$ cat config.mk
export PLATFORM = sky130hd
export DESIGN_NAME = kcs_doorbell
export DESIGN_NICKNAME = d
export VERILOG_FILES = /design/src/rtl/kcs_doorbell_pkg.sv /design/src/rtl/kcs_regs.sv /design/src/rtl/kcs_seq.sv /design/src/rtl/kcs_doorbell.sv
export SDC_FILE = /design/constraint.sdc
export NUM_CORES = 1
export LEC_CHECK = 0
export BUFFER_PORTS_ARGS = -buffer_cell sky130_fd_sc_hd__buf_2
export CELL_PAD_IN_SITES_DETAIL_PLACEMENT = 0
export CELL_PAD_IN_SITES_GLOBAL_PLACEMENT = 1
export CORE_UTILIZATION = 40
export DETAILED_ROUTE_END_ITERATION = 16
export GPL_ROUTABILITY_DRIVEN = 0
export PLACE_DENSITY_LB_ADDON = 0.1
export SLEW_MARGIN = 30
export SYNTH_ARGS = -nofsm -noshare
export SYNTH_HDL_FRONTEND = slang
export SYNTH_HIERARCHICAL = 1
export SYNTH_SLANG_ARGS = --single-unit
$ cat constraint.sdc
create_clock -name clk -period 2.29 [get_ports clk]
set_input_delay 0.229 -clock clk [delete_from_list [all_inputs] [get_ports clk]]
set_output_delay 0.229 -clock clk [all_outputs]
set_load 0.01 [all_outputs]
$ cat src/rtl/kcs_doorbell_pkg.sv
package kcs_doorbell_pkg;

    localparam int STS_W    = 8;
    localparam int OBF_BIT  = 0;
    localparam int IBF_BIT  = 1;
    localparam int SPR0_BIT = 2;
    localparam int CD_BIT   = 3;
    localparam int RDY_BIT  = 4;
    localparam int SPR_W    = 4;

    typedef enum logic [2:0] {
        SQ_BOOT,
        SQ_ARM,
        SQ_WAIT,
        SQ_FETCH,
        SQ_DECIDE,
        SQ_FIRE,
        SQ_HALT
    } seq_state_e;

    function automatic logic [STS_W-1:0] pack_status(
        input logic             ibf,
        input logic             cd,
        input logic             ready,
        input logic [SPR_W-1:0] spare
    );
        logic [STS_W-1:0] s;
        s           = '0;
        s[OBF_BIT]  = 1'b0;
        s[IBF_BIT]  = ibf;
        s[SPR0_BIT] = spare[0];
        s[CD_BIT]   = cd;
        s[RDY_BIT]  = ready;
        s[7:5]      = spare[3:1];
        return s;
    endfunction

endpackage

$ cat src/rtl/kcs_regs.sv
module kcs_regs
    import kcs_doorbell_pkg::*;
#(
    parameter int DATA_W = 8
) (
    input  logic              clk,
    input  logic              rst_n,
    input  logic              host_wr_en,
    input  logic              host_wr_cmd,
    input  logic [DATA_W-1:0] host_wr_data,
    input  logic              rd_en,
    input  logic              spare_wr_en,
    input  logic [SPR_W-1:0]  spare_wr_data,
    input  logic              ready_set,
    input  logic              ready_clr,
    output logic [DATA_W-1:0] idr,
    output logic              ibf,
    output logic [STS_W-1:0]  status
);

    logic             cd_q;
    logic             ready_q;
    logic [SPR_W-1:0] spare_q;

    always_ff @(posedge clk) begin
        if (!rst_n) begin
            idr     <= '0;
            ibf     <= 1'b0;
            cd_q    <= 1'b0;
            ready_q <= 1'b0;
            spare_q <= '0;
        end else begin
            if (host_wr_en) begin
                idr  <= host_wr_data;
                ibf  <= 1'b1;
                cd_q <= host_wr_cmd;
            end else if (rd_en) begin
                ibf <= 1'b0;
            end
            if (ready_set) begin
                ready_q <= 1'b1;
            end else if (ready_clr) begin
                ready_q <= 1'b0;
            end
            if (spare_wr_en) begin
                spare_q <= spare_wr_data;
            end
        end
    end

    always_comb begin
        status = pack_status(ibf, cd_q, ready_q, spare_q);
    end


    ibf_set_chk: assert property (@(posedge clk) disable iff (!rst_n)
        host_wr_en |=> (ibf && idr == $past(host_wr_data)));


    ibf_clear_chk: assert property (@(posedge clk) disable iff (!rst_n)
        (rd_en && !host_wr_en) |=> !ibf);


    cd_track_chk: assert property (@(posedge clk) disable iff (!rst_n)
        host_wr_en |=> (status[CD_BIT] == $past(host_wr_cmd)));


    spare_hold_chk: assert property (@(posedge clk) disable iff (!rst_n)
        !spare_wr_en |=> ($stable(status[7:5]) && $stable(status[SPR0_BIT])));

endmodule

$ cat src/rtl/kcs_seq.sv
module kcs_seq
    import kcs_doorbell_pkg::*;
#(
    parameter int              DATA_W     = 8,
    parameter logic [DATA_W-1:0] DEBUG_CODE = 8'h44
) (
    input  logic              clk,
    input  logic              rst_n,
    input  logic              ibf,
    input  logic [DATA_W-1:0] idr,
    output logic              seq_rd,
    output logic              ready_set,
    output logic              ready_clr,
    output logic              trigger
);

    seq_state_e        state_q, state_d;
    logic [DATA_W-1:0] cap_q;

    always_ff @(posedge clk) begin
        if (!rst_n) begin
            state_q <= SQ_BOOT;
        end else begin
            state_q <= state_d;
        end
    end

    always_ff @(posedge clk) begin
        if (!rst_n) begin
            cap_q <= '0;
        end else if (state_q == SQ_FETCH) begin
            cap_q <= idr;
        end
    end

    always_comb begin
        state_d = state_q;
        unique case (state_q)
            SQ_BOOT:   state_d = SQ_ARM;
            SQ_ARM:    state_d = SQ_WAIT;
            SQ_WAIT:   state_d = ibf ? SQ_FETCH : SQ_WAIT;
            SQ_FETCH:  state_d = SQ_DECIDE;
            SQ_DECIDE: state_d = (cap_q == DEBUG_CODE) ? SQ_FIRE : SQ_WAIT;
            SQ_FIRE:   state_d = SQ_HALT;
            SQ_HALT:   state_d = SQ_HALT;
            default:   state_d = SQ_BOOT;
        endcase
    end

    always_comb begin
        seq_rd    = 1'b0;
        ready_set = 1'b0;
        ready_clr = 1'b0;
        trigger   = 1'b0;
        unique case (state_q)
            SQ_ARM:   ready_set = 1'b1;
            SQ_FETCH: seq_rd    = 1'b1;
            SQ_FIRE: begin
                trigger   = 1'b1;
                ready_clr = 1'b1;
            end
            default: ;
        endcase
    end


    fire_halts_chk: assert property (@(posedge clk) disable iff (!rst_n)
        (state_q == SQ_FIRE) |=> (state_q == SQ_HALT));


    discard_chk: assert property (@(posedge clk) disable iff (!rst_n)
        (state_q == SQ_DECIDE && cap_q != DEBUG_CODE) |=> (state_q == SQ_WAIT));

endmodule

$ cat src/rtl/kcs_doorbell.sv
module kcs_doorbell
    import kcs_doorbell_pkg::*;
#(
    parameter int                DATA_W     = 8,
    parameter logic [DATA_W-1:0] DEBUG_CODE = 8'h44
) (
    input  logic              clk,
    input  logic              rst_n,
    input  logic              host_wr_en,
    input  logic              host_wr_cmd,
    input  logic [DATA_W-1:0] host_wr_data,
    output logic [STS_W-1:0]  host_status,
    input  logic              ctl_rd_en,
    output logic [DATA_W-1:0] ctl_rd_data,
    input  logic              ctl_spare_wr_en,
    input  logic [SPR_W-1:0]  ctl_spare_wr_data,
    input  logic              irq_en,
    output logic              irq,
    output logic              dbg_trigger
);

    logic              seq_rd;
    logic              ready_set;
    logic              ready_clr;
    logic              ibf;
    logic [DATA_W-1:0] idr;

    kcs_regs #(.DATA_W(DATA_W)) u_regs (
        .clk           (clk),
        .rst_n         (rst_n),
        .host_wr_en    (host_wr_en),
        .host_wr_cmd   (host_wr_cmd),
        .host_wr_data  (host_wr_data),
        .rd_en         (ctl_rd_en | seq_rd),
        .spare_wr_en   (ctl_spare_wr_en),
        .spare_wr_data (ctl_spare_wr_data),
        .ready_set     (ready_set),
        .ready_clr     (ready_clr),
        .idr           (idr),
        .ibf           (ibf),
        .status        (host_status)
    );

    kcs_seq #(.DATA_W(DATA_W), .DEBUG_CODE(DEBUG_CODE)) u_seq (
        .clk       (clk),
        .rst_n     (rst_n),
        .ibf       (ibf),
        .idr       (idr),
        .seq_rd    (seq_rd),
        .ready_set (ready_set),
        .ready_clr (ready_clr),
        .trigger   (dbg_trigger)
    );

    assign ctl_rd_data = idr;
    assign irq         = ibf & irq_en;


    trig_drops_ready_chk: assert property (@(posedge clk) disable iff (!rst_n)
        dbg_trigger |=> (!host_status[RDY_BIT] && !dbg_trigger));


    overwrite_keeps_full_chk: assert property (@(posedge clk) disable iff (!rst_n)
        (host_status[IBF_BIT] && host_wr_en) |=> host_status[IBF_BIT]);

endmodule

### Word level (Yosys, flattened, before mapping)

Index checks and enable logic that the tools add are counted.

* bits of input ports: 19
* word-level logic and storage cells: 30
* latch bits: 0
* memory bits (read-only): 0
* output and inout port bits: 18
* bits in writable memories: 0
* bits in registers: 26
* memories kept: 0

* $mul: 0
* equal/unequal tests: 7
* bitwise operators: 2
* shifts and indexed selects: 0
* reductions and logical operators: 4
* add/sub/neg operators: 0
* order comparisons: 0
* muxes and demuxes: 10
* divide/modulo/power cells: 0

Operators with widths (number)
* $pmux 3 s6: 1
* $eq 3x3->1 const B: 3
* $eq 8x7->1 const B: 1
* $mux 1: 8
* $eq 3x2->1 const B: 2
* $reduce_bool 2->1: 2
* $eq 3x1->1 const B: 1
* $logic_not 3->1: 1
* $mux 3: 1
* $reduce_or 2->1: 1
* $and 1x1->1: 1
* $or 1x1->1: 1

### Depth between registers and ports, before layout

Gate-level depths: netlist (run 1).

* depth in word-level cells: 5
* depth in mapped cells: 7
* mapped depth without buffers: 5

### Hierarchy

The synthesis (run 1) kept the hierarchy.

Modules (own cells, without submodules)
* kcs_regs: cells each 53, area an instance 594.3 um2, instances 1, sequential area each 300.3 um2
* kcs_seq: cells each 48, area an instance 509.2 um2, instances 1, sequential area each 220.2 um2
* kcs_doorbell: cells each 2, area an instance 12.5 um2, instances 1, sequential area each 0.0 um2

### Worst setup path before layout (run 1)

No wires, ideal clock.

* path type: flip-flop to flip-flop
* start: register u_seq.state_q[0]
* end: register u_regs.ibf
* library setup time: 58 ps
* path slack: 1103 ps
* buffers on the path: 2
* clock period less this slack: 1187 ps
* stages on the path, launching flop included: 8
* data required time: 2232 ps
* arrival: 1130 ps
* cells stage by stage: dfxtp_1 -> clkbuf_2 -> nand3b_1 -> buf_4 -> inv_1 -> or2_1 -> nor2b_1 -> o21a_1

* word-level cells in the longest chain between the ends: 4

Ends and longest elaborated chain
* from (decl): line kcs_seq.sv:17 `seq_state_e state_q, state_d;`
* from (signal assigned): line kcs_seq.sv:24 `state_q <= state_d;`
* $eq 3x2->1: line kcs_seq.sv:55 `unique case (state_q)`
* $mux 1: line kcs_seq.sv:55
* net seq_rd: line kcs_doorbell.sv:22 `logic seq_rd;`
* $or 1x1->1: line kcs_doorbell.sv:34 `.rd_en (ctl_rd_en | seq_rd),`
* $reduce_bool 2->1 (no line)
* to (signal assigned): line kcs_regs.sv:28 `ibf <= 1'b0;`
* to (signal assigned): line kcs_regs.sv:35 `ibf <= 1'b1;`
* to (signal assigned): line kcs_regs.sv:38 `ibf <= 1'b0;`
* to (decl): line kcs_regs.sv:17 `output logic ibf,`

The timed path passes the listed nets, and every way through them passes these cells.
A chain may end at the register's enable or synchronous reset.

### Worst setup path after layout (run 1)

Same ends and word-level chain as after synthesis.

==> metrics.md, run 1 <==
| Metric | Value |
|---|---|
| Fin crit share | `64.2%` |
| Most numerous cell in the Yosys netlist | `dfxtp_1` |
| Cells after Synth | `103` |
| WS Path Type | `reg -> reg` |
| Number of hold buffers added after cts | `0` |
| XOR/XNOR share of the synthesized area | `0%` |
| CTS sink cnt | `26` |
| # fillers | `roughly 250` |
| Clock latency on the worst-skew pair | `0.31 ns` |
| Post-DP HPWL | `1270 µm` |
| Boundary Pins | `37` |
| Synth unique cells | `26` |
| Fin. Hold Viols | `0` |
| Final setup margin | `0.819 ns` |
| Critical Path RT | `2.52 ns` |
| Minimum clock period | `around 1.5 ns` |
| Worst r2r src | `u_seq/state_q[0]` |
| Critical Path AT | `1.70 ns` |
| First-pass GRT wire length | `2680 µm` |
| Crit path launch | `u_seq/state_q[0]` |
| Clock Tree Buf Depth | `2` |
| Leakage | `0.646 nW` |
| Final setup violation count | `0` |
| Status | `finished clean` |
| Initial antenna violation count | `0` |
| Vias in the first global route | `approximately 610` |
| Number of synthesized flops with an enable pin | `0` |
| Pins Over Slew Limit | `0` |
| Die area | `0.00301 mm²` |
| Routed WL | `1740 µm` |
| CTS H-Tree Depth | `1` |
| Peak VDD IR | `0.443 mV` |
| #FFs+latches synth | `26` |
| Rel. slew slack | `61.8%` |
| Compound-Gate Fraction of Synth Area | `roughly 6%` |
| Die width | `54.8 µm` |
| Yosys top cell area share | `46.6%` |
| CTS tree | `yes` |
| Routed len/inst | `10.9 µm` |
| First drt pass iteration count | `4` |
| Yosys warning count | `6` |
| Reg clk slew, reported paths | `0.13 ns` |
| CTS Buf Count | `3` |
| Biggest area consumer among synthesized cells | `dfxtp_1` |
| Ant diodes | `0` |
| Final clock skew | `about 0.0045 ns` |
| Gr ovfl total | `0` |
| Root buffer cell | `clkbuf_4` |
| Fraction of layout cells with a size suffix above 1 | `32.6%` |
| RSZ-0062 raised after global routing | `false` |
| FF+latch area | `520 µm²` |
| Sequential area share after synthesis | `46.6%` |
| Ys async rst share | `0%` |
| Area grow syn2layout | `13.9%` |
| Syn nets | `between 100 and 150` |
| Post-synthesis mux area share | `18.8%` |
| Ranking of synthesized cells by area | `dfxtp_1 (47%), mux2i_1 (19%), nor2b_1 (8.4%)` |
| Mean cell area of the mapped netlist | `10.8 µm²` |
| Multi-input logic area | `508 µm²` |
| Hold Crit Class | `in -> reg` |
| Crit path max fanout | `9` |
| Worst slew pin tran | `around 0.57 ns` |
| Total core area | `0.00257 mm²` |
| Mapped Area | `0.00112 mm²` |
| Final nets | `150` |
| DR iter-0 viols | `8` |
| Max Clk Rate | `680 MHz` |
| Adder-Cell Fraction of Synth Area | `0%` |
| Worst setup SP type | `register` |
| DRC | `0` |
| Post-route setup TNS | `0 ns` |
| Via count | `~760` |
| Initial core utilization | `43.5%` |
| Overall Global Routing Usage | `a little over an eighth` |
| Power Density | `approximately 630 mW/mm²` |
| CP peak stage delay | `0.49 ns` |
| Synth Area in Simple Gates | `20.3%` |
| Final Util | `49.5%` |
| Max-cap violations | `0` |
| Commonest cells post-synth | `dfxtp_1 (26), mux2i_1 (21), nor2b_1 (15)` |
| Worst path slowest cell | `dfxtp_1` |
| Placed instance area | `~0.0012 mm²` |
| Core Rows | `18` |
| Die Y | `between 50 and 60 µm` |
| PortBufs | `35` |
| Detail Route Antenna Nets | `0` |
| Via-per-instance ratio | `4.80` |
| Largest net degree at the start of global routing | `17` |
| Largest family of logic cells by synthesized area | `simple AND/OR/NAND/NOR gates` |
| Sequence of cells on the critical path | `nand3b_1 -> inv_1 -> or2_1 -> nor2b_1 -> o21a_1` |
| Hold path startpoint | `ctl_spare_wr_data[1]` |
| Post-CTS Repair Setup Buffers | `0` |
| Top_reg_cell synth | `dfxtp_1` |
| Post-cts resize count | `0` |
| Place WS | `0.841 ns` |
| Post-route cell area | `~0.0013 mm²` |
| Worst hold slack | `0.160 ns` |
| Element type at the critical path end | `register` |
[final timing paths]
path                       endpoint  slack [ns]  cells after the start
hold / removal    u_regs/spare_q[1]        0.16                      3
hold reg to reg      u_seq/cap_q[6]        0.52                      2
setup reg to reg         u_regs/ibf        0.82                      5
setup / recovery         u_regs/ibf        0.82                      5
[flip-flops by register name, indices dropped and copies added, names as in the netlist]
register / count
u_regs/cd_q: 1
u_seq/cap_q: 8
u_regs/ibf: 1
u_regs/ready_q: 1
u_regs/idr: 8
u_seq/state_q: 3
u_regs/spare_q: 4
[per-layer routing]
metal | vias to the layer above | GRT usage [%] | part of all wire, %
met4 | 0 | 5.13 | 1.3
met3 | 4 | 5.00 | 7.1
li1 | 392 | - | -
met1 | 337 | 14.7 | 47
met2 | 30 | 22.3 | 45
met5 | - | 0 | 0
[cells by family after synthesis]
logic type,Yosys count
other cells,1
buf+inv,14
simple gates,33
compound gates,8
mux,21
flops,26
[layout make-up]
| class | instances | share of cell area [%] |
|---|---|---|
| clock buffer | 3 | 1.77 |
| tap | 30 | 2.95 |
| multi-input combinational | 63 | 40.0 |
| sequential | 26 | 40.9 |
| inverter | 2 | 0.591 |
| timing repair buffer | 35 | 13.8 |
[per-stage QoR]
stage / std cells / total power, mW
6_report: 159 / 0.799
5_1_grt: 159 / 0.853
4_1_cts: 159 / 0.813
3_5_place_dp: 156 / 0.623
3_3_place_gp: 156 / 0.620
2_1_floorplan: 103 / 0.595
[layout by cell type (no fill, tap or decap), drive strengths merged]
| master | count |
|---|---|
| a21boi | 1 |
| nor2b | 15 |
| nand2b | 1 |
| o31a | 1 |
| and3 | 1 |
| clkbuf | 3 |
| nor3b | 1 |
| a211oi | 1 |
| or2 | 1 |
| dfxtp | 26 |
| inv | 2 |
| nand3b | 1 |
| and2 | 1 |
| nor4b | 2 |
| nor2 | 8 |
| conb | 1 |
| o21a | 2 |
| nor4 | 1 |
| and3b | 1 |
| a2111oi | 1 |
| buf | 35 |
| a21oi | 2 |
| mux2i | 21 |
[report_power, final]
part | internal, mW | switching [mW] | total (mW)
Clock | 0.0616 | 0.125 | 0.187
Sequential | 0.477 | 0.0232 | 0.500
Combinational | 0.0605 | 0.0507 | 0.111
Total | 0.599 | 0.199 | 0.799
[worst max-delay path, delay by kind of cell (launching register included)]
kind / cells / cell delay, ns
and+or+nand+nor: 3 / 0.61
DFF: 1 / 0.49
AOI/OAI and AO/OA: 1 / 0.15
buffers and inverters: 1 / 0.13
Note: power is estimated with default switching activity, not from simulation.
==> run 2: changes to the inputs <==
--- a/config.mk
+++ b/config.mk
@@ -5,10 +5,11 @@
 export SDC_FILE = /design/constraint.sdc
 export NUM_CORES = 1
 export LEC_CHECK = 0
+export ABC_AREA = 1
 export BUFFER_PORTS_ARGS = -buffer_cell sky130_fd_sc_hd__buf_2
 export CELL_PAD_IN_SITES_DETAIL_PLACEMENT = 0
 export CELL_PAD_IN_SITES_GLOBAL_PLACEMENT = 1
-export CORE_UTILIZATION = 40
+export CORE_UTILIZATION = 30
 export DETAILED_ROUTE_END_ITERATION = 16
 export GPL_ROUTABILITY_DRIVEN = 0
 export PLACE_DENSITY_LB_ADDON = 0.1
==> constraint.sdc (replaced) <==
create_clock -name clk -period 1.31 [get_ports clk]
set_input_delay 0.131 -clock clk [delete_from_list [all_inputs] [get_ports clk]]
set_output_delay 0.131 -clock clk [all_outputs]
set_load 0.01 [all_outputs]
==> run 2 against run 1 <==
  * Non-clock buffer count did not move
  * Sequential share of layout area rose by 0.24 points
  * Setup slack got worse by 0.70 ns
  * Register-to-register slack got worse by 0.62 ns
  * Core utilization fell by 12 points
  * First-iteration DRC count rose to 6.0 times the previous value
  * Synthesized cell count rose by 40%
  * Combinational power rose by 130%
  * Final cell count rose by 38%
  * Sequential power rose by 80%
  * Clock skew barely moved
  * Hold slack got worse by 0.13 ns
==> metrics.md, run 2 <==
| Metric | Value |
|---|---|
| #FFs+latches synth | `26 (unchanged)` |
| Initial core utilization | `31.7% (was 43.5%)` |
| Die Y | `61.8 µm (was 54.8 µm)` |
| Vias in the first global route | `796 (was 611)` |
| Sequence of cells on the critical path | `inv_1 -> nand3_1 -> inv_1 -> buf_2 (was nand3b_1 -> inv_1 -> or2_1 -> nor2b_1 -> o21a_1)` |
| Post-DP HPWL | `1670 µm (was 1270 µm)` |
| DR iter-0 viols | `48 (was 8)` |
| CTS Buf Count | `3 (unchanged)` |
| Commonest non-fill, non-tap cells in the layout | `buf_2 (35), nor2_1 (34), dfxtp_1 (24), inv_1 (19), nand2_1 (13) (was buf_2 (35), dfxtp_1 (26), mux2i_1 (21), nor2b_1 (15), nor2_1 (8))` |
| Critical Path AT | `1.06 ns (was 1.70 ns)` |
| Yosys top cell area share | `48.5% (was 46.6%)` |
| Number of synthesized flops with an enable pin | `0 (unchanged)` |
| Ant diodes | `0 (unchanged)` |
| CTS H-Tree Depth | `1 (unchanged)` |
| Most numerous cell in the Yosys netlist | `nor2_1 (was dfxtp_1)` |
| Detail Route Antenna Nets | `0 (unchanged)` |
| Final clock skew | `0.00462 ns (was 0.00449 ns)` |
| CP peak stage delay | `0.36 ns (was 0.49 ns)` |
| Overall Global Routing Usage | `12.8% (was 13.2%)` |
| Synth Area in Simple Gates | `19.9% (was 20.3%)` |
| Fin. Hold Viols | `0 (unchanged)` |
| Pins Over Slew Limit | `0 (unchanged)` |
| Largest family of logic cells by synthesized area | `simple AND/OR/NAND/NOR gates (unchanged)` |
| Top flop regs | `u_regs/idr: 8 flops, u_seq/cap_q: 8 flops, u_regs/spare_q: 4 flops (unchanged)` |
| Biggest area consumer among synthesized cells | `dfxtp_1 (unchanged)` |
| Power Density | `1220 mW/mm² (was 628 mW/mm²)` |
| DRC | `0 (unchanged)` |
| Crit path max fanout | `4 (was 9)` |
| Leakage | `0.634 nW (was 0.646 nW)` |
| Gr ovfl total | `0 (unchanged)` |
| Clock latency on the worst-skew pair | `0.31 ns (about the same)` |
| Total core area | `0.00339 mm² (was 0.00257 mm²)` |
| Die area | `0.00382 mm² (was 0.00301 mm²)` |
| Fin crit share | `between 90% and 100%` |
| First drt pass iteration count | `4 (unchanged)` |
| Syn nets | `163 (was 122)` |
| Max-cap violations | `0 (unchanged)` |
| Mean cell area of the mapped netlist | `7.46 µm² (was 10.8 µm²)` |
| Fraction of layout cells with a size suffix above 1 | `27.6% (was 32.6%)` |
| Adder-Cell Fraction of Synth Area | `0% (unchanged)` |
| RSZ-0062 raised after global routing | `false (unchanged)` |
| Via count | `935 (was 763)` |
| Routed WL | `2230 µm (was 1740 µm)` |
| Status | `finished clean (unchanged)` |
| # fillers | `381 (was 253)` |
| Minimum clock period | `~1.2 ns` |
| Critical Path RT | `1.18 ns (was 2.52 ns)` |
| CTS tree | `yes (unchanged)` |
| CP dominant cell by count | `inv_1` |
| Most common cell after layout, fill and taps aside | `buf_2 (unchanged)` |
| Die width | `61.8 µm (was 54.8 µm)` |
| XOR/XNOR share of the synthesized area | `0% (unchanged)` |
| Peak VDD IR | `0.594 mV (was 0.443 mV)` |
| Reg clk slew, reported paths | `0.14 ns (was 0.13 ns)` |
| Synth unique cells | `19 (was 26)` |
| Sequential area share after synthesis | `48.5% (was 46.6%)` |
| Post-synthesis mux area share | `0% (was 18.8%)` |
| Top_reg_cell synth | `dfxtp_1 (unchanged)` |
| First-pass GRT wire length | `3520 µm (was 2680 µm)` |
| Yosys warning count | `6 (unchanged)` |
| Core Rows | `21 (was 18)` |
| Routed len/inst | `10.2 µm (was 10.9 µm)` |
| Root buffer cell | `clkbuf_4 (unchanged)` |
| Worst setup SP type | `register (unchanged)` |
| Area grow syn2layout | `18.3% (was 13.9%)` |
| Overall power | `1.55 mW (was 0.799 mW)` |
| Cells after Synth | `144 (was 103)` |
| Compound-Gate Fraction of Synth Area | `16.3% (was 6.05%)` |
| Ys async rst share | `0% (unchanged)` |
| Worst path slowest cell | `dfxtp_2 (was dfxtp_1)` |
| Largest net degree at the start of global routing | `25 (was 17)` |
| PortBufs | `35 (unchanged)` |
| Clock Tree Buf Depth | `2 (unchanged)` |
| Final Util | `37.5% (was 49.5%)` |
| Final nets | `194 (was 150)` |
| Boundary Pins | `37 (unchanged)` |
| Final setup violation count | `0 (unchanged)` |
| Hold Crit Class | `in -> reg (unchanged)` |
| Ranking of synthesized cells by area | `dfxtp_1 (48%), nor2_1 (12%), inv_1 (6.6%) (was dfxtp_1 (47%), mux2i_1 (19%), nor2b_1 (8.4%))` |
| Max Clk Rate | `837 MHz` |
| Mapped Area | `0.00107 mm² (was 0.00112 mm²)` |
| Initial antenna violation count | `0 (unchanged)` |
| Post-route setup TNS | `0 ns (unchanged)` |
| WS Path Type | `reg -> out (was reg -> reg)` |
| Element type at the critical path end | `primary output (was register)` |
| Via-per-instance ratio | `4.25 (was 4.80)` |
| Commonest cells post-synth | `nor2_1 (34), dfxtp_1 (26), inv_1 (19) (was dfxtp_1 (26), mux2i_1 (21), nor2b_1 (15))` |
| CTS sink cnt | `26 (unchanged)` |
| Number of hold buffers added after cts | `0 (unchanged)` |
run 2: cell count changes after synthesis, sizes merged, moves of 2 or more:
cell    delta
nor2b     -15
mux2i     -21
nor4b      -2
o21a       -2
a21oi      +9
clkbuf     -2
nor2      +27
nand3      +3
nand2     +14
o21ai     +21
inv       +20
run 2: logic make-up after synthesis:
family	after synthesis
AO/OA/AOI/OAI	33
buffers and inverters	31
flip-flops	26
other	1
AND/OR/NAND/NOR	53
run 2: final timing paths:
| check | depth (start not counted) | endpoint | start | slack (ns) |
|---|---|---|---|---|
| max | 4 | dbg_trigger | u_seq/state_q[1] | 0.11 |
| min | 3 | u_regs/idr[6] | host_wr_data[6] | 0.03 |
| max reg2reg | 5 | u_seq/cap_q[3] | u_seq/state_q[0] | 0.20 |
| min reg2reg | 2 | u_seq/cap_q[5] | u_seq/cap_q[5] | 0.46 |
run 2: per-layer routing:
layer / vias to the layer above / global-route usage (%) / wire [µm]
li1: 504 / - / -
met1: 407 / 17.6 / 1170
met2: 22 / 19.5 / 926
met3: 2 / 4.35 / 114
met4: 0 / 2.86 / 22
met5: - / 0 / 0
run 2: power by group:
group          internal [mW]  switching [mW]  leakage, nW  total [mW]
Sequential             0.859          0.0434        0.215       0.902
Clock                  0.170           0.224       0.0210       0.394
Combinational          0.102           0.149        0.397       0.251
Total                   1.13           0.416        0.634        1.55
run 2: area by class of cell:
cell class	count	area [µm²]	share of cell area, %
clock buffer	4	36.3	2.86
sequential	26	523	41.2
multi-input combinational	87	393	30.9
timing repair buffer	35	175	13.8
tap	46	57.6	4.53
inverter	22	85.1	6.70
run 2: critical path: cells and delay by family (launching register included):
kind	cells	cell delay [ns]
AND/OR/NAND/NOR	1	0.10
buffers and inverters	3	0.29
flip-flops	1	0.36
run 2: repair_timing:
item / in CTS / in global routing
setup endpoints to repair: 0 / 1
buffers inserted: 0 / 0
resized for setup: 0 / 2
run 2: per-stage QoR:
| stage | instances | instance area, µm² | setup slack (ns) | hold WS [ns] |
|---|---|---|---|---|
| 2_1_floorplan | 144 | 1070 | 0.318 | 0.263 |
| 5_1_grt | 220 | 1270 | 0.0122 | 0.0324 |
| 3_5_place_dp | 216 | 1230 | 0.199 | 0.355 |
| 3_3_place_gp | 216 | 1230 | 0.296 | 0.353 |
| 6_report | 220 | 1270 | 0.115 | 0.0287 |
| 4_1_cts | 220 | 1270 | 0.0114 | 0.0115 |
==> run 3: changes to the inputs <==
--- a/config.mk
+++ b/config.mk
@@ -13,6 +13,7 @@
 export DETAILED_ROUTE_END_ITERATION = 16
 export GPL_ROUTABILITY_DRIVEN = 0
 export PLACE_DENSITY_LB_ADDON = 0.1
+export SETUP_SLACK_MARGIN = 0.5
 export SLEW_MARGIN = 30
 export SYNTH_ARGS = -nofsm -noshare
 export SYNTH_HDL_FRONTEND = slang
==> run 3 against run 2 <==
  * Hold slack worse by 0.0067 ns
  * Final cell count is 7.7% higher
  * Register-to-register slack better by 0.02 ns
  * Critical path type unchanged
  * Largest cell class unchanged
  * Largest power group unchanged
==> metrics.md, run 3 (synthesized netlist as in run 2, its figures left out) <==
| Metric | Value |
|---|---|
| Final Util | `47.1% (was 37.5%)` |
| Crit path max-delay family | `flip-flops (unchanged)` |
| Most common cell after layout, fill and taps aside | `nor2_1 (was buf_2)` |
| Minimum clock period | `1.10 ns (was 1.20 ns)` |
| Final clock skew | `0.00480 ns (was 0.00462 ns)` |
| Worst r2r src | `u_seq/state_q[1] (was u_seq/state_q[0])` |
| Placed instance area | `0.00123 mm² (about the same)` |
| Worst hold slack | `0.0220 ns (was 0.0287 ns)` |
| Via-per-instance ratio | `4.31 (was 4.25)` |
| Die area | `0.00382 mm² (unchanged)` |
| Vias in the first global route | `876 (was 796)` |
| Hold Crit Class | `in -> reg (unchanged)` |
| Power Density | `1170 mW/mm² (was 1220 mW/mm²)` |
| Routed len/inst | `10.6 µm (was 10.2 µm)` |
| Clock latency on the worst-skew pair | `0.32 ns (was 0.31 ns)` |
| Final setup margin | `0.208 ns (was 0.115 ns)` |
| Hold path startpoint | `ctl_spare_wr_data[2] (was host_wr_data[6])` |
| Element type at the critical path end | `primary output (unchanged)` |
| Status | `finished clean (unchanged)` |
| Die width | `61.8 µm (unchanged)` |
| Hold Path Sink | `u_regs/spare_q[2] (was u_regs/idr[6])` |
| Met2 wire length | `1030 µm (was 926 µm)` |
| WS Path Type | `reg -> out (unchanged)` |
| Critical Path Stages | `3 (was 4)` |
| Clock Tree Buf Depth | `2 (unchanged)` |
| Overall power | `1.87 mW (was 1.55 mW)` |
| Fin crit share | `84.1% (was 91.2%)` |
| Top flop regs | `u_regs/idr: 8 flops, u_seq/cap_q: 8 flops, u_regs/spare_q: 4 flops (unchanged)` |
| Overall Global Routing Usage | `14.3% (was 12.8%)` |
| Final setup violation count | `0 (unchanged)` |
| Die Y | `61.8 µm (unchanged)` |
| Sequence of cells on the critical path | `nand3_4 -> inv_2 -> buf_6 (was inv_1 -> nand3_1 -> inv_1 -> buf_2)` |
| Core Rows | `21 (unchanged)` |
| Initial core utilization | `31.7% (unchanged)` |
| CTS Buf Count | `3 (unchanged)` |
| Wire length on met3 | `105 µm (was 114 µm)` |
| RSZ-0062 raised after global routing | `true (was false)` |
| CTS tree | `yes (unchanged)` |
| First drt pass iteration count | `4 (unchanged)` |
| Pins Over Slew Limit | `0 (unchanged)` |
| DR iter-0 viols | `35 (was 48)` |
| PortBufs | `35 (unchanged)` |
| Boundary Pins | `37 (unchanged)` |
| Area grow syn2layout | `48.8% (was 18.3%)` |
| Top Layer Used | `met4 (unchanged)` |
| Place WS | `0.267 ns (was 0.199 ns)` |
| Worst setup SP type | `register (unchanged)` |
| Peak VDD IR | `0.585 mV (was 0.594 mV)` |
| Detail Route Antenna Nets | `0 (unchanged)` |
| Ant diodes | `0 (unchanged)` |
| FF-to-FF path depth | `6 (was 5)` |
| Post-route setup TNS | `0 ns (unchanged)` |
| Routed WL | `2520 µm (was 2230 µm)` |
| Via count | `1021 (was 935)` |
| Number of instances in the placed design | `216 (unchanged)` |
| Root buffer cell | `clkbuf_4 (unchanged)` |
| Commonest non-fill, non-tap cells in the layout | `nor2_1 (32), buf_2 (19), buf_6 (18), dfxtp_2 (18), o21ai_1 (16) (was buf_2 (35), nor2_1 (34), dfxtp_1 (24), inv_1 (19), nand2_1 (13))` |
| Largest net degree at the start of global routing | `25 (unchanged)` |
| Non-filler instance count after layout | `237 (was 220)` |
| Hold Path Stages | `3 (unchanged)` |
| Leakage | `0.754 nW (was 0.634 nW)` |
| Critical Path RT | `1.18 ns (about the same)` |
| Total core area | `0.00339 mm² (unchanged)` |
| Max Clk Rate | `907 MHz (was 837 MHz)` |
| Post-DP HPWL | `1650 µm (was 1670 µm)` |
| R2r setup slk | `0.22 ns (was 0.20 ns)` |
| Reg clk slew, reported paths | `0.15 ns (was 0.14 ns)` |
| Post-route cell area | `0.00160 mm² (was 0.00127 mm²)` |
| Crit path max fanout | `4 (unchanged)` |
| Gr ovfl total | `0 (unchanged)` |
| CTS sink cnt | `26 (unchanged)` |
| Worst path slowest cell | `dfxtp_4 (was dfxtp_2)` |
| Fraction of layout cells with a size suffix above 1 | `49.7% (was 27.6%)` |
| Initial antenna violation count | `0 (unchanged)` |
| Wl on met1 | `1370 µm (was 1170 µm)` |
| Critical Path AT | `0.97 ns (was 1.06 ns)` |
| CP peak stage delay | `0.41 ns (was 0.36 ns)` |
| CTS H-Tree Depth | `1 (unchanged)` |
| Final nets | `211 (was 194)` |
| DRC | `0 (unchanged)` |
| Number of hold buffers added after cts | `0 (unchanged)` |
| First-pass GRT wire length | `3920 µm (was 3520 µm)` |
| Max-cap violations | `0 (unchanged)` |
| Fin. Hold Viols | `0 (unchanged)` |
| Worst r2r dst | `u_seq/cap_q[5] (was u_seq/cap_q[3])` |
| Crit path buf inv count | `2 (was 3)` |
## run 3: cell count changes in the layout (fill, tap and decap cells not counted), moves of 2 or more
cell	previous run	this run
buf_6	0	18
nand2_2	1	3
nand2_1	13	11
buf_4	0	14
dfxtp_2	2	18
nor2_1	34	32
buf_2	35	19
o21ai_1	10	16
inv_2	2	7
o21ai_0	9	2
dfxtp_1	24	7
inv_1	19	13
## run 3: power by group
group          leakage [nW]  switching (mW)  internal [mW]
sequential            0.221          0.0475          0.866
clock                0.0279           0.244          0.309
combinational         0.505           0.194          0.208
## run 3: worst max path at each step
stage,slack (ns),end,startpoint
6_report,0.21,dbg_trigger,u_seq/state_q[2]
5_1_grt,0.14,dbg_trigger,u_seq/state_q[1]
4_1_cts,0.19,dbg_trigger,u_seq/state_q[1]
3_5_place_dp,0.27,u_seq/cap_q[3],u_seq/state_q[1]
3_3_place_gp,0.33,u_seq/cap_q[3],u_seq/state_q[2]
2_1_floorplan,0.36,u_seq/cap_q[5],u_seq/state_q[1]
## run 3: routing by layer
metal  GRT usage, %  up-vias
met1           21.4      457
met4           5.71        0
li1               -      541
met3           2.69        2
met5              0        -
met2           19.8       21
## run 3: worst reg2reg max path: stages, from the launching register on
cell,delay (ns)
dfxtp_2,0.37
buf_6,0.10
nand2_2,0.06
nor2_4,0.21
inv_6,0.09
o21ai_1,0.13
a21oi_1,0.05
## run 3: repair_timing
item	in CTS	in global routing
pin swaps	3	9
setup buffers	14	3
gates resized for setup	42	18
hold endpoints to repair	0	0
endpoints found under the setup margin	30	31
## run 3: area by class of cell
cell class	count	area (µm²)
sequential	26	547
inverter	22	90.1
fill	341	1790
clock inverter	1	30.0
multi-input combinational	87	428
tap	46	57.6
clock buffer	3	22.5
timing repair buffer	52	423
